`config.mk`:
```
export PLATFORM = sky130hd
export DESIGN_NAME = frt_timer
export DESIGN_NICKNAME = d
export VERILOG_FILES = /design/src/rtl/frt_pkg.sv /design/src/rtl/frt_prescaler.sv /design/src/rtl/frt_ext_edge.sv /design/src/rtl/frt_counter.sv /design/src/rtl/frt_timer.sv
export SDC_FILE = /design/constraint.sdc
export NUM_CORES = 1
export LEC_CHECK = 0
export BUFFER_PORTS_ARGS = -buffer_cell sky130_fd_sc_hd__buf_4
export CAP_MARGIN = 20
export CORE_AREA = 2 2 60 77
export DETAILED_ROUTE_END_ITERATION = 8
export DIE_AREA = 0 0 62 79
export PLACE_DENSITY = 0.9
export SLEW_MARGIN = 40
export SYNTH_ARGS = -nofsm -noshare
export SYNTH_HDL_FRONTEND = slang
export SYNTH_HIERARCHICAL = 1
export SYNTH_SLANG_ARGS = --single-unit
```
`constraint.sdc`:
```
create_clock -name clk_i -period 3.76 [get_ports clk_i]
set_input_delay 0.188 -clock clk_i [delete_from_list [all_inputs] [get_ports clk_i]]
set_output_delay 0.188 -clock clk_i [all_outputs]
set_load 0.05 [all_outputs]
```
`src/rtl/frt_pkg.sv`:
```
package frt_pkg;
  localparam logic [2:0] ADDR_CNT_HI  = 3'd0;
  localparam logic [2:0] ADDR_CNT_LO  = 3'd1;
  localparam logic [2:0] ADDR_ALT_HI  = 3'd2;
  localparam logic [2:0] ADDR_ALT_LO  = 3'd3;
  localparam logic [2:0] ADDR_CTRL    = 3'd4;
  localparam logic [2:0] ADDR_STATUS  = 3'd5;

  localparam logic [1:0] CLK_EXT = 2'd3;

  typedef struct packed {
    logic [3:0] spare;
    logic       irq_en;
    logic       ext_fall;
    logic [1:0] clk_sel;
  } ctrl_t;
endpackage

```
`src/rtl/frt_prescaler.sv`:
```
module frt_prescaler #(
  parameter int unsigned DIV_MAX = 8
) (
  input  logic       clk_i,
  input  logic       rst_ni,
  input  logic       en_i,
  input  logic       restart_i,
  input  logic [1:0] sel_i,
  output logic       tick_o
);
  localparam int unsigned PRE_W = $clog2(DIV_MAX);

  logic [PRE_W-1:0] pre_q;
  logic [PRE_W-1:0] limit;

  always_comb begin
    case (sel_i)
      2'd0:    limit = PRE_W'(1);
      2'd1:    limit = PRE_W'(3);
      default: limit = PRE_W'(DIV_MAX - 1);
    endcase
  end

  // >= keeps a shrinking ratio from running the full range once
  assign tick_o = en_i && !restart_i && (pre_q >= limit);

  always_ff @(posedge clk_i or negedge rst_ni) begin
    if (!rst_ni)                          pre_q <= '0;
    else if (restart_i || !en_i || tick_o) pre_q <= '0;
    else                                  pre_q <= pre_q + PRE_W'(1);
  end
endmodule

```
`src/rtl/frt_ext_edge.sv`:
```
module frt_ext_edge #(
  parameter int unsigned SYNC_STAGES = 2
) (
  input  logic clk_i,
  input  logic rst_ni,
  input  logic ext_i,
  input  logic en_i,
  input  logic fall_i,
  output logic tick_o
);
  logic [SYNC_STAGES-1:0] sync_q;
  logic                   prev_q;
  logic                   synced;

  assign synced = sync_q[SYNC_STAGES-1];

  always_ff @(posedge clk_i or negedge rst_ni) begin
    if (!rst_ni) begin
      sync_q <= '0;
      prev_q <= 1'b0;
    end else begin
      sync_q <= {sync_q[SYNC_STAGES-2:0], ext_i};
      prev_q <= synced;
    end
  end

  assign tick_o = en_i && (fall_i ? (prev_q && !synced) : (!prev_q && synced));
endmodule

```
`src/rtl/frt_counter.sv`:
```
module frt_counter #(
  parameter int unsigned CNT_W  = 16,
  parameter int unsigned PRESET = 'hFFFC
) (
  input  logic             clk_i,
  input  logic             rst_ni,
  input  logic             tick_i,
  input  logic             load_i,
  output logic [CNT_W-1:0] count_o,
  output logic             wrap_o
);
  logic [CNT_W-1:0] cnt_q;

  always_ff @(posedge clk_i or negedge rst_ni) begin
    if (!rst_ni)     cnt_q <= '0;
    else if (load_i) cnt_q <= CNT_W'(PRESET);
    else if (tick_i) cnt_q <= cnt_q + CNT_W'(1);
  end

  assign count_o = cnt_q;
  assign wrap_o  = tick_i && !load_i && (cnt_q == '1);
endmodule

```
`src/rtl/frt_timer.sv`:
```
module frt_timer
  import frt_pkg::*;
#(
  parameter int unsigned DATA_W      = 8,
  parameter int unsigned DIV_MAX     = 8,
  parameter int unsigned SYNC_STAGES = 2,
  parameter int unsigned PRESET      = 'hFFFC
) (
  input  logic                clk_i,
  input  logic                rst_ni,
  input  logic [2:0]          reg_addr_i,
  input  logic                reg_rd_i,
  input  logic                reg_wr_i,
  input  logic [DATA_W-1:0]   reg_wdata_i,
  output logic [DATA_W-1:0]   reg_rdata_o,
  input  logic                ext_clk_i,
  output logic [2*DATA_W-1:0] count_o,
  output logic                count_en_o,
  output logic                ovf_pulse_o,
  output logic                irq_o
);
  localparam int unsigned CNT_W = 2 * DATA_W;

  ctrl_t             ctrl_q;
  logic              ovf_flag_q;
  logic              clr_arm_q;
  logic [DATA_W-1:0] shadow_q;
  logic              shadow_vld_q;
  logic [CNT_W-1:0]  cnt;
  logic              pre_tick, ext_tick, tick, wrap;
  logic              ext_mode, cnt_wr, ctrl_wr, hi_rd, lo_rd, stat_rd, access;
  logic [DATA_W-1:0] lo_view;

  assign ext_mode = (ctrl_q.clk_sel == CLK_EXT);
  assign cnt_wr   = reg_wr_i && (reg_addr_i == ADDR_CNT_LO || reg_addr_i == ADDR_ALT_LO);
  assign ctrl_wr  = reg_wr_i && (reg_addr_i == ADDR_CTRL);
  assign hi_rd    = reg_rd_i && (reg_addr_i == ADDR_CNT_HI || reg_addr_i == ADDR_ALT_HI);
  assign lo_rd    = reg_rd_i && (reg_addr_i == ADDR_CNT_LO || reg_addr_i == ADDR_ALT_LO);
  assign stat_rd  = reg_rd_i && (reg_addr_i == ADDR_STATUS);
  assign access   = reg_rd_i || reg_wr_i;

  frt_prescaler #(.DIV_MAX(DIV_MAX)) u_pre (
    .clk_i     (clk_i),
    .rst_ni    (rst_ni),
    .en_i      (!ext_mode),
    .restart_i (cnt_wr),
    .sel_i     (ctrl_q.clk_sel),
    .tick_o    (pre_tick)
  );

  frt_ext_edge #(.SYNC_STAGES(SYNC_STAGES)) u_ext (
    .clk_i  (clk_i),
    .rst_ni (rst_ni),
    .ext_i  (ext_clk_i),
    .en_i   (ext_mode),
    .fall_i (ctrl_q.ext_fall),
    .tick_o (ext_tick)
  );

  assign tick = (pre_tick || ext_tick) && !cnt_wr;

  frt_counter #(.CNT_W(CNT_W), .PRESET(PRESET)) u_cnt (
    .clk_i   (clk_i),
    .rst_ni  (rst_ni),
    .tick_i  (tick),
    .load_i  (cnt_wr),
    .count_o (cnt),
    .wrap_o  (wrap)
  );

  always_ff @(posedge clk_i or negedge rst_ni) begin
    if (!rst_ni)      ctrl_q <= '0;
    else if (ctrl_wr) ctrl_q <= ctrl_t'(reg_wdata_i);
  end

  // coherent two-byte read: high read freezes low byte
  always_ff @(posedge clk_i or negedge rst_ni) begin
    if (!rst_ni) begin
      shadow_q     <= '0;
      shadow_vld_q <= 1'b0;
    end else if (hi_rd) begin
      shadow_q     <= cnt[DATA_W-1:0];
      shadow_vld_q <= 1'b1;
    end else if (lo_rd || cnt_wr) begin
      shadow_vld_q <= 1'b0;
    end
  end

  assign lo_view = shadow_vld_q ? shadow_q : cnt[DATA_W-1:0];

  // clear sequence: status read seeing flag, then normal low read as next access
  always_ff @(posedge clk_i or negedge rst_ni) begin
    if (!rst_ni) begin
      ovf_flag_q <= 1'b0;
      clr_arm_q  <= 1'b0;
    end else begin
      if (wrap) begin
        ovf_flag_q <= 1'b1;
        clr_arm_q  <= 1'b0;
      end else begin
        if (reg_rd_i && reg_addr_i == ADDR_CNT_LO && clr_arm_q) ovf_flag_q <= 1'b0;
        if (access) clr_arm_q <= stat_rd && ovf_flag_q;
      end
    end
  end

  always_comb begin
    case (reg_addr_i)
      ADDR_CNT_HI, ADDR_ALT_HI: reg_rdata_o = cnt[CNT_W-1:DATA_W];
      ADDR_CNT_LO, ADDR_ALT_LO: reg_rdata_o = lo_view;
      ADDR_CTRL:                reg_rdata_o = DATA_W'(ctrl_q);
      ADDR_STATUS:              reg_rdata_o = {ovf_flag_q, {(DATA_W-1){1'b0}}};
      default:                  reg_rdata_o = '0;
    endcase
  end

  assign count_o     = cnt;
  assign count_en_o  = tick;
  assign ovf_pulse_o = wrap;
  assign irq_o       = ovf_flag_q && ctrl_q.irq_en;
endmodule

```
**Word level (Yosys, flattened, before mapping)**

Index checks and enable logic that the tools add are counted.

- Multiplexer cells: 13
- $lt $le $gt $ge: 1
- Shift-type cells: 0
- Reduce and logical (&&, ||, !) cells: 36
- Multipliers: 0
- Equality and inequality tests: 8
- Add/subtract/negate cells: 2
- Bitwise logic cells: 0
- Div/mod/pow operators: 0

Operators by type and width:

| cell | number |
|---|---|
| $mux W16 | 2 |
| $pmux W8 S4 | 1 |
| $logic_and A1 B1 Y1 | 17 |
| $add A16 B1 Y16 const B | 1 |
| $eq A16 B16 Y1 const B | 1 |
| $mux W8 | 1 |
| $reduce_bool A2 Y1 | 4 |
| $logic_or A1 B1 Y1 | 7 |
| $mux W1 | 7 |
| $eq A3 B2 Y1 const B | 2 |
| $eq A3 B3 Y1 const B | 2 |
| $pmux W3 S2 | 1 |
| $logic_not A1 Y1 | 4 |
| $reduce_or A2 Y1 | 2 |
| $add A3 B1 Y3 const B | 1 |
| $eq A3 B1 Y1 const B | 1 |
| $ge A3 B3 Y1 | 1 |
| $logic_not A3 Y1 | 1 |
| $mux W3 | 1 |
| $eq A2 B1 Y1 const B | 1 |
| $eq A2 B2 Y1 const B | 1 |
| $logic_not A2 Y1 | 1 |

- Latch bits: 0
- ROM bits: 0
- Bits in registers: 41
- Logic and storage cells: 72
- Output and inout port bits: 27
- Memories kept: 0
- RAM bits: 0

**Logic depth before layout (Yosys ltp)**

Gate-level depths: netlist (run 1).

- Depth in word-level cells: 11
- Gate-level depth with buffers: 12
- Gate-level depth less buffers: 10

**Cells and area by module**

Netlist (run 1), hierarchy kept.

By module, submodules not included:

| module | area an instance (sq um) | cells an instance | instances |
|---|---|---|---|
| frt_timer | 1,156.1 | 96 | 1 |
| frt_counter | 859.6 | 81 | 1 |
| frt_prescaler | 193.9 | 18 | 1 |
| frt_ext_edge | 98.8 | 6 | 1 |

**Least setup slack after synthesis (run 1)**

OpenSTA, ideal clock, no wires.

- Path kind: input-to-reg
- From: input port reg_addr_i[2]
- To: register clr_arm_q
- Cell stages on the path: 12
- Data required time: 3,591 ps
- Setup time: 169 ps
- Slack: 250 ps
- Path buffers: 2
- Data arrival time: 3,341 ps
- Path through: buf_4 -> and2b_1 -> and2_1 -> nand2b_1 -> a21oi_1 -> nor2_1 -> nor2_1 -> buf_2 -> nand4_1 -> or3_4 -> nor3_2 -> a21oi_1

- Word-level cells in the longest chain between the ends: 11

Ends and longest elaborated chain:

| element | RTL line | source |
|---|---|---|
| start: declaration | frt_timer.sv:11 | `input logic [2:0] reg_addr_i,` |
| $eq A3 B1 Y1 or $eq A3 B2 Y1 (tied branches) | frt_timer.sv:35 | `assign cnt_wr = reg_wr_i && (reg_addr_i == ADDR_CNT_LO \|\| reg_addr_i == ADDR_ALT_LO);` |
| $logic_or A1 B1 Y1 * | frt_timer.sv:35 |  |
| $logic_and A1 B1 Y1 * | frt_timer.sv:35 |  |
| net cnt_wr | frt_timer.sv:31 | `logic ext_mode, cnt_wr, ctrl_wr, hi_rd, lo_rd, stat_rd, access;` |
| $logic_not A1 Y1 * | frt_prescaler.sv:25 | `assign tick_o = en_i && !restart_i && (pre_q >= limit);` |
| $logic_and A1 B1 Y1 * (2 in a row) | frt_prescaler.sv:25 |  |
| net pre_tick | frt_timer.sv:30 | `logic pre_tick, ext_tick, tick, wrap;` |
| $logic_or A1 B1 Y1 * | frt_timer.sv:60 | `assign tick = (pre_tick \|\| ext_tick) && !cnt_wr;` |
| $logic_and A1 B1 Y1 * | frt_timer.sv:60 |  |
| net count_en_o | frt_timer.sv:18 | `output logic count_en_o,` |
| $logic_and A1 B1 Y1 * (2 in a row) | frt_counter.sv:21 | `assign wrap_o = tick_i && !load_i && (cnt_q == '1);` |
| net ovf_pulse_o | frt_timer.sv:19 | `output logic ovf_pulse_o,` |
| $mux W1 or $reduce_bool A2 Y1 (tied branches) | -- |  |
| end signal: assignment | frt_timer.sv:102 | `if (access) clr_arm_q <= stat_rd && ovf_flag_q;` |
| end: declaration | frt_timer.sv:26 | `logic clr_arm_q;` |

The timed path passes the listed nets; every way through them passes the cells marked *. The select of a mux whose other input is x is not followed.
A chain may end at the register's enable or synchronous reset.

**Worst setup path after layout (run 1)**

- From: register ctrl_q[1] (netlist name)
- To: output port ovf_pulse_o

- Word-level cells in the longest chain between the ends: 8

Ends and longest elaborated chain:

| element | RTL line | source |
|---|---|---|
| start: declaration | frt_timer.sv:24 | `ctrl_t ctrl_q;` |
| start signal: assignment | frt_timer.sv:73 | `else if (ctrl_wr) ctrl_q <= ctrl_t'(reg_wdata_i);` |
| $eq A2 B1 Y1, or another cell as far along | frt_prescaler.sv:17 | `case (sel_i)` |
| $pmux W3 S2 or $logic_not A1 Y1 (tied branches) | frt_prescaler.sv:17, frt_timer.sv:45 |  |
| $ge A3 B3 Y1 or $logic_and A1 B1 Y1 (tied branches) | frt_prescaler.sv:25 |  |
| $logic_and A1 B1 Y1 * | frt_prescaler.sv:25 |  |
| net pre_tick | frt_timer.sv:30 |  |
| $logic_or A1 B1 Y1 * | frt_timer.sv:60 |  |
| $logic_and A1 B1 Y1 * | frt_timer.sv:60 |  |
| $logic_and A1 B1 Y1 * (2 in a row) | frt_counter.sv:21 |  |
| end: declaration | frt_timer.sv:19 |  |

The timed path passes the listed nets; every way through them passes the cells marked *.

==> metrics, run 1 <==
status=finished clean; Initial DRC Count=69; Lkg Pwr=1.22 nW; endpoint class of the critical path=primary output; final std cells w/o fill=301; Routed WL=4940 um; gpl congestion=0.824; number of routed nets with antenna violations=0; Netlist cell types=49; hold path cells=2; async set or reset register ratio after synthesis=100%; EDFF count, synth=0; Setup TNS=0 ps; layout cells sized above 1=35.0%; Die Ht=79 um; Min-Delay Endpoint=ctrl_q[7]; Worst Tran Pin Value=594 ps; CP arrival=2990 ps; CTS clk-pin slew, worst paths=70 ps; dpl hpwl=3460 um; maximum root-to-sink buffer count=2; final net count=262; Max H-tree Level=2; I/O pins=43; CORE AREA=0.00422 sq mm; Die Wd=62 um; first-pass GRT wire length=8050 um; number of global-route vias before repair=1718; clk_lat worst skew=300 ps; Row Count=27; CTS-repair resized insts=0; Mapped Area=0.00231 sq mm; routed vias/inst=5.72; Synth Area per Inst=11.5 sq um; CTS tree=built; top cell type's share of synthesized area=44.4%; Worst R2R Setup Slack=1100 ps; worst rel slew slack=60.2%; Vias=1722; placed instance count=291; Synth area leaders=dfrtp_1 44%, mux2_4 10%, mux2i_1 4.8%; Die ar.=0.00490 sq mm; Crit Path Class=reg -> out; register bit count reported by yosys=41; yosys warns=6; total track usage=22.1%; Max Cap Viol=0; Power Dens Cells=794 mW/mm^2; DRT Pass-1 Iters=4; Tmin final=3180 ps; HP Class=in -> reg; Post-Syn Nets=221; Initial Utilization=54.7%; prevailing post-synth register cell=dfrtp_1; reg-to-reg endpoint=u_cnt/count_o[13]; # setup viols final=0; WL per Instance=16.4 um; final hold violations=0; worst reg2reg path depth=10; Port Buffers=42; Req. time, crit path=3570 ps; clock sinks=41; Final Max Tran Viols=0; antenna violations before repair=0; root buf cell=clkbuf_8; RSZ-0062 raised after global routing=false; hold_ws=119 ps; largest net degree at the start of global routing=42; fmax=314 MHz; Worst IR Drop VDD=0.566 mV; Final period util=84.6%; Synth-to-Final Area Change=18.1%; cells after synthesis=201; reg-to-reg startpoint=ctrl_q[1]; sequential share of the synthesized area=44.4%; Worst Hold Launch=reg_wdata_i[7]; crit-path max FO=9; DRC viols=0; largest area contributor in the netlist=dfrtp_1; ANT cells=0; CTS Buf Count=5; Worst setup SP type=flop; gr ovfl total=0; clock skew=7.93 ps
worst max-delay path by stage:
stage	from	endpoint
2_1_floorplan	reg_addr_i[2]	clr_arm_q
3_3_place_gp	reg_addr_i[2]	ovf_pulse_o
3_5_place_dp	reg_addr_i[2]	ovf_pulse_o
4_1_cts	ctrl_q[1]	ovf_pulse_o
5_1_grt	ctrl_q[1]	ovf_pulse_o
6_report	ctrl_q[1]	ovf_pulse_o
power by group:
group	internal (mW)	switching, mW	leakage [nW]
combinational	0.428	0.673	0.733
sequential	0.585	0.189	0.445
clock	0.128	0.161	0.0439
total	1.14	1.02	1.22
state kept, by name, indices dropped and copies added (netlist names):
name and flops:
ovf_flag_q 1, shadow_vld_q 1, ctrl_q 8, u_cnt/count_o 16, shadow_q 8, u_pre/pre_q 3, u_ext/sync_q 2, u_ext/prev_q 1
clr_arm_q 1
area by class of cell:
cell class,instances,area [sq um]
Sequential cell,41,1030
Multi-Input combinational cell,146,1190
Inverter,3,11.3
Fill cell,347,1500
Clock buffer,5,68.8
Timing Repair Buffer,45,343
Tap cell,58,72.6
Clock inverter,3,17.5
worst max-delay path: stages, from the launching register on:
cell and delay [ps]:
dfrtp_1 410, inv_1 60, ha_1 350, a21oi_1 100, a21oi_1 150, nor2_1 50, nor2_1 460, nand4_1 200
or3_4 430, nor3_2 250, buf_4 250
through the flow:
step	utilization, %	setup slack (ps)	area (sq um)	power [mW]
floorplan	-	250	2310	1.60
global placement	62.0	929	2620	1.85
detailed placement	62.0	850	2620	1.87
CTS	64.6	606	2730	2.17
global route	64.6	428	2730	2.29
finish	64.6	580	2730	2.16
layer usage:
layer  track usage, %  wire, um  vias to the layer above
met1             27.4      2090                      866
met4             8.09       110                        0
met2             36.4      2570                       37
met3             5.21       172                        9
met5                0         0                        -
li1                 -         -                      810
logic make-up (layout without fill, tap and decap cells):
kind of cell    Yosys count  in the layout  synth area share [%]
simple gates             70             70                  19.0
compound gates           36             36                  11.7
flops                    41             41                  44.4
fa+ha+maj                 4              4                  2.17
mux                      27             27                  15.2
xor+xnor                  9              9                  3.41
buf+inv                  14             56                  4.12
Yosys cell counts (2+ instances only):
cell	count
a211oi_1	7
a21o_1	2
a21oi_1	5
a31o_2	7
and2_1	3
and2b_1	2
and3_1	2
and3_2	2
buf_4	3
buf_6	4
clkbuf_1	3
dfrtp_1	41
ha_1	4
inv_1	3
mux2_4	16
mux2i_1	11
nand2_1	7
nand2b_1	9
nand3_1	6
nand4_1	4
nand4b_1	2
nor2_1	15
nor3_1	3
o21ai_0	4
o21bai_1	3
or3b_1	3
xnor2_1	3
xor2_1	6
cells in the final DEF, fill, tap and decap left out, drive strengths merged, types with 2 or more instances in the layout:
| cell | synthesis | routed |
|---|---|---|
| nand3 | 6 | 6 |
| clkinv | 0 | 2 |
| and2 | 3 | 3 |
| nor3 | 4 | 4 |
| dfrtp | 41 | 41 |
| nand2b | 9 | 9 |
| or3b | 3 | 3 |
| o21ai | 5 | 5 |
| and3 | 5 | 5 |
| a31o | 7 | 7 |
| buf | 8 | 43 |
| nand4 | 5 | 5 |
| xnor2 | 3 | 3 |
| xor2 | 6 | 6 |
| dlygate4sd3 | 0 | 2 |
| clkbuf | 3 | 5 |
| and2b | 2 | 2 |
| a211oi | 7 | 7 |
| nor2 | 16 | 16 |
| mux2i | 11 | 11 |
| mux2 | 16 | 16 |
| nor2b | 2 | 2 |
| ha | 4 | 4 |
| nand4b | 2 | 2 |
| a21oi | 5 | 5 |
| o21bai | 3 | 3 |
| inv | 3 | 3 |
| a2111oi | 2 | 2 |
| and4 | 2 | 2 |
| a21o | 2 | 2 |
| nand2 | 7 | 7 |
repair_timing:
action	CTS	global route
hold endpoints to repair	42	0
hold buffers	2	0
buffers inserted	0	0
Note: power is estimated with default switching activity, not from simulation.
==> run 2: changes to the inputs <==
--- a/config.mk
+++ b/config.mk
@@ -5,12 +5,13 @@
 export SDC_FILE = /design/constraint.sdc
 export NUM_CORES = 1
 export LEC_CHECK = 0
+export ABC_AREA = 1
 export BUFFER_PORTS_ARGS = -buffer_cell sky130_fd_sc_hd__buf_4
 export CAP_MARGIN = 20
-export CORE_AREA = 2 2 60 77
+export CORE_AREA = 2 2 65 82
 export DETAILED_ROUTE_END_ITERATION = 8
-export DIE_AREA = 0 0 62 79
-export PLACE_DENSITY = 0.9
+export DIE_AREA = 0 0 67 84
+export PLACE_DENSITY = 0.85
 export SLEW_MARGIN = 40
 export SYNTH_ARGS = -nofsm -noshare
 export SYNTH_HDL_FRONTEND = slang
==> constraint.sdc (replaced) <==
create_clock -name clk_i -period 2.9 [get_ports clk_i]
set_input_delay 0.145 -clock clk_i [delete_from_list [all_inputs] [get_ports clk_i]]
set_output_delay 0.145 -clock clk_i [all_outputs]
set_load 0.05 [all_outputs]
==> run 2 against run 1 <==
Sequential power rose by 28%. Hold slack got worse by 17 ps. Clock power is 43% higher. Total power grew 36%. Cell area increased by 3.9%. Via count grew 31%. Critical path depth up 1. Global-route usage shrank 0.31 points. Largest cell class unchanged. Largest power group unchanged.
==> metrics, run 2 <==
status=finished clean; Port Buffers=42 (unchanged); Routed WL=5730 um (+16%); adder-cell share of the synthesized area=2.12% (-0.045 points); register bit count reported by yosys=41 (unchanged); Post-Syn Nets=343 (+55%); pre-CTS setup slack=574 ps (-275 ps); Req. time, crit path=2760 ps (-810 ps); clock skew=3.82 ps (-4.11 ps); reg-to-reg startpoint=ctrl_q[1]; Netlist cell types=26 (-47%); I/O pins=43 (unchanged); clk_lat worst skew=290 ps (about the same); post-synthesis mux area share=0% (-15 points); final net count=389 (+48%); Max stage delay on crit path=410 ps (-50 ps); Worst IR Drop VDD=0.693 mV (+23%); main combinational cell family by area after synthesis=simple AND/OR/NAND/NOR gates; number of global-route vias before repair=2095 (+22%); most frequent cells in the layout=89 x nand2_1, 51 x inv_1, 43 x buf_4, 41 x dfrtp_1, 40 x nand3_1; Crit Path Class=reg -> out; first-pass GRT wire length=9430 um (+17%); worst reg2reg path depth=13 (+3); hold path cells=3 (+1); Power Dens Cells=1040 mW/mm^2 (+31%); Layout Utilization=57.4% (-7.1 points); max reg flops=16 (unchanged); Die Ht=84 um (+6.3%); Synth area leaders=dfrtp_1 44%, nand2_1 14%, nand3_1 8.5%; ANT cells=0 (unchanged); Row Count=29 (+7.4%); antenna violations before repair=0 (unchanged); Worst setup SP type=flop; top cell type's share of synthesized area=43.5% (-0.92 points); Post CTS Setup Buffer Count=0 (unchanged); Synth Area in Compound Gates=10.5% (-1.2 points); final hold violations=0 (unchanged); largest net degree at the start of global routing=42 (unchanged); crit path cell chain=inv_1, ha_1, nand3_1, a21boi_0, o22ai_1, inv_2, nand2_1, nor2_1, nor3b_2, and2_1, buf_4; Synth-to-Final Area Change=20.2%; delay-heaviest family, CP=simple AND/OR/NAND/NOR gates; top-count cell post-synth=nand2_1; maximum root-to-sink buffer count=2 (unchanged); CP arrival=2520 ps (-470 ps); largest area contributor in the netlist=dfrtp_1; total track usage=21.8% (-0.31 points); CORE AREA=0.00493 sq mm (+17%); RSZ-0062 raised after global routing=false; number of routed nets with antenna violations=0 (unchanged); EDFF count, synth=0 (unchanged); Post-Synth Simple-Gate Area=32.7% (+14 points); Worst R2R Setup Slack=550 ps (-550 ps); routed vias/inst=5.21 (-8.9%); Worst Tran Pin Value=517 ps (-77.4 ps); CTS Buf Count=5 (unchanged); Synth Area per Inst=7.30 sq um (-36%); xor/xnor share of the synthesized area=0.372% (-3.0 points); endpoint class of the critical path=primary output; cells after synthesis=323 (+61%); gr ovfl total=0 (unchanged); Layout fillers=472 (+36%); HP Class=in -> reg; # setup viols final=0 (unchanged); Tmin final=2660 ps; Vias=2252 (+31%); sequential share of the synthesized area=43.5% (-0.92 points); prevailing post-synth register cell=dfrtp_1; gpl congestion=0.907 (+10%); worst rel slew slack=65.5% (+5.3 points); CTS clk-pin slew, worst paths=80 ps (about the same); fmax=375 MHz; layout cells sized above 1=20.5% (-14 points); crit-path max FO=9 (unchanged); clock sinks=41 (unchanged); Initial DRC Count=229 (+230%); final worst slack=236 ps (-344 ps); Die Wd=67 um (+8.1%); Worst Hold Launch=reg_wdata_i[3]; CP bufs+invs=3 (+1); async set or reset register ratio after synthesis=100% (unchanged); Final Max Tran Viols=0 (unchanged); Multi-input gate area=0.00108 sq mm (-9.3%); Min-Delay Endpoint=ctrl_q[3]; reg-to-reg endpoint=clr_arm_q; dpl hpwl=4260 um (+23%); slowest CP cell=dfrtp_1; Max Cap Viol=0 (unchanged); Setup TNS=0 ps (unchanged); Die ar.=0.00563 sq mm (+15%); sequential cell area=0.00103 sq mm (unchanged); root buf cell=clkbuf_8; commonest non-fill, non-tap cell in the layout=nand2_1; DRT Pass-1 Iters=5 (+1); Mapped Area=0.00236 sq mm (+2.1%); synth cell count leaders=89 x nand2_1, 52 x inv_1, 41 x dfrtp_1, 40 x nand3_1, 30 x nor2_1; Initial Utilization=47.8% (-6.9 points); DRC viols=0 (unchanged); Max H-tree Level=2 (unchanged); WL per Instance=13.3 um (-19%); CTS tree=built; yosys warns=6 (unchanged); Final period util=91.9%; Lkg Pwr=1.59 nW (+30%)
==> run 2: worst min-delay path, stage by stage <==
cell	delay [ps]
buf_4	110
inv_1	50
o21ai_2	50
==> run 2: worst max path at each step <==
stage,start,endpoint,slack [ps],cells past startpoint
6_report,ctrl_q[1],ovf_pulse_o,240,11
5_1_grt,ctrl_q[1],ovf_pulse_o,60,11
4_1_cts,ctrl_q[1],ovf_pulse_o,190,11
3_5_place_dp,ctrl_q[1],ovf_pulse_o,570,11
3_3_place_gp,reg_addr_i[2],ovf_pulse_o,720,14
2_1_floorplan,ctrl_q[1],clr_arm_q,180,13
==> run 2: metrics by stage <==
stage | cell area (sq um) | std cells | total power, mW | hold slack, ps
5_1_grt | 2830 | 432 | 3.14 | 105
4_1_cts | 2830 | 432 | 2.94 | 98.4
3_3_place_gp | 2710 | 422 | 2.47 | 150
6_report | 2830 | 432 | 2.94 | 102
3_5_place_dp | 2710 | 422 | 2.52 | 158
2_1_floorplan | 2360 | 323 | 2.05 | -151
==> run 2: cells by family (layout without fill, tap and decap cells) <==
logic type / Yosys count / after routing
xor+xnor: 1 / 1
simple gates: 174 / 174
flops: 41 / 41
fa+ha+maj: 4 / 4
buf+inv: 61 / 108
compound gates: 42 / 42
==> run 2: final cells by class <==
class	instances	share of cell area (%)
repair buffers	45	12.1
multi-input cells	221	38.0
inverters	55	7.37
flip-flops and latches	41	36.2
well taps	62	2.74
clock buffers	7	3.40
clock inverters	1	0.177
==> run 2: report_power, final <==
group / leakage, nW / switching [mW] / total [mW] / internal, mW
Combinational: 1.07 / 1.08 / 1.54 / 0.466
Sequential: 0.464 / 0.245 / 0.990 / 0.745
Clock: 0.0542 / 0.197 / 0.412 / 0.215
Total: 1.59 / 1.52 / 2.94 / 1.43
==> run 2: repair_timing <==
item,in CTS,in global routing
hold buffers,2,0
resized for setup,0,1
hold endpoints to repair,42,0
setup endpoints to repair,0,1
==> run 2: routing by layer <==
layer  share of wire [%]  GRT usage, %  vias up
met5                   0             0        -
met2                  50          35.2       83
met1                  42          28.4     1049
met3                 5.7          3.24       16
met4                 2.2          9.46        0
li1                    -             -     1104
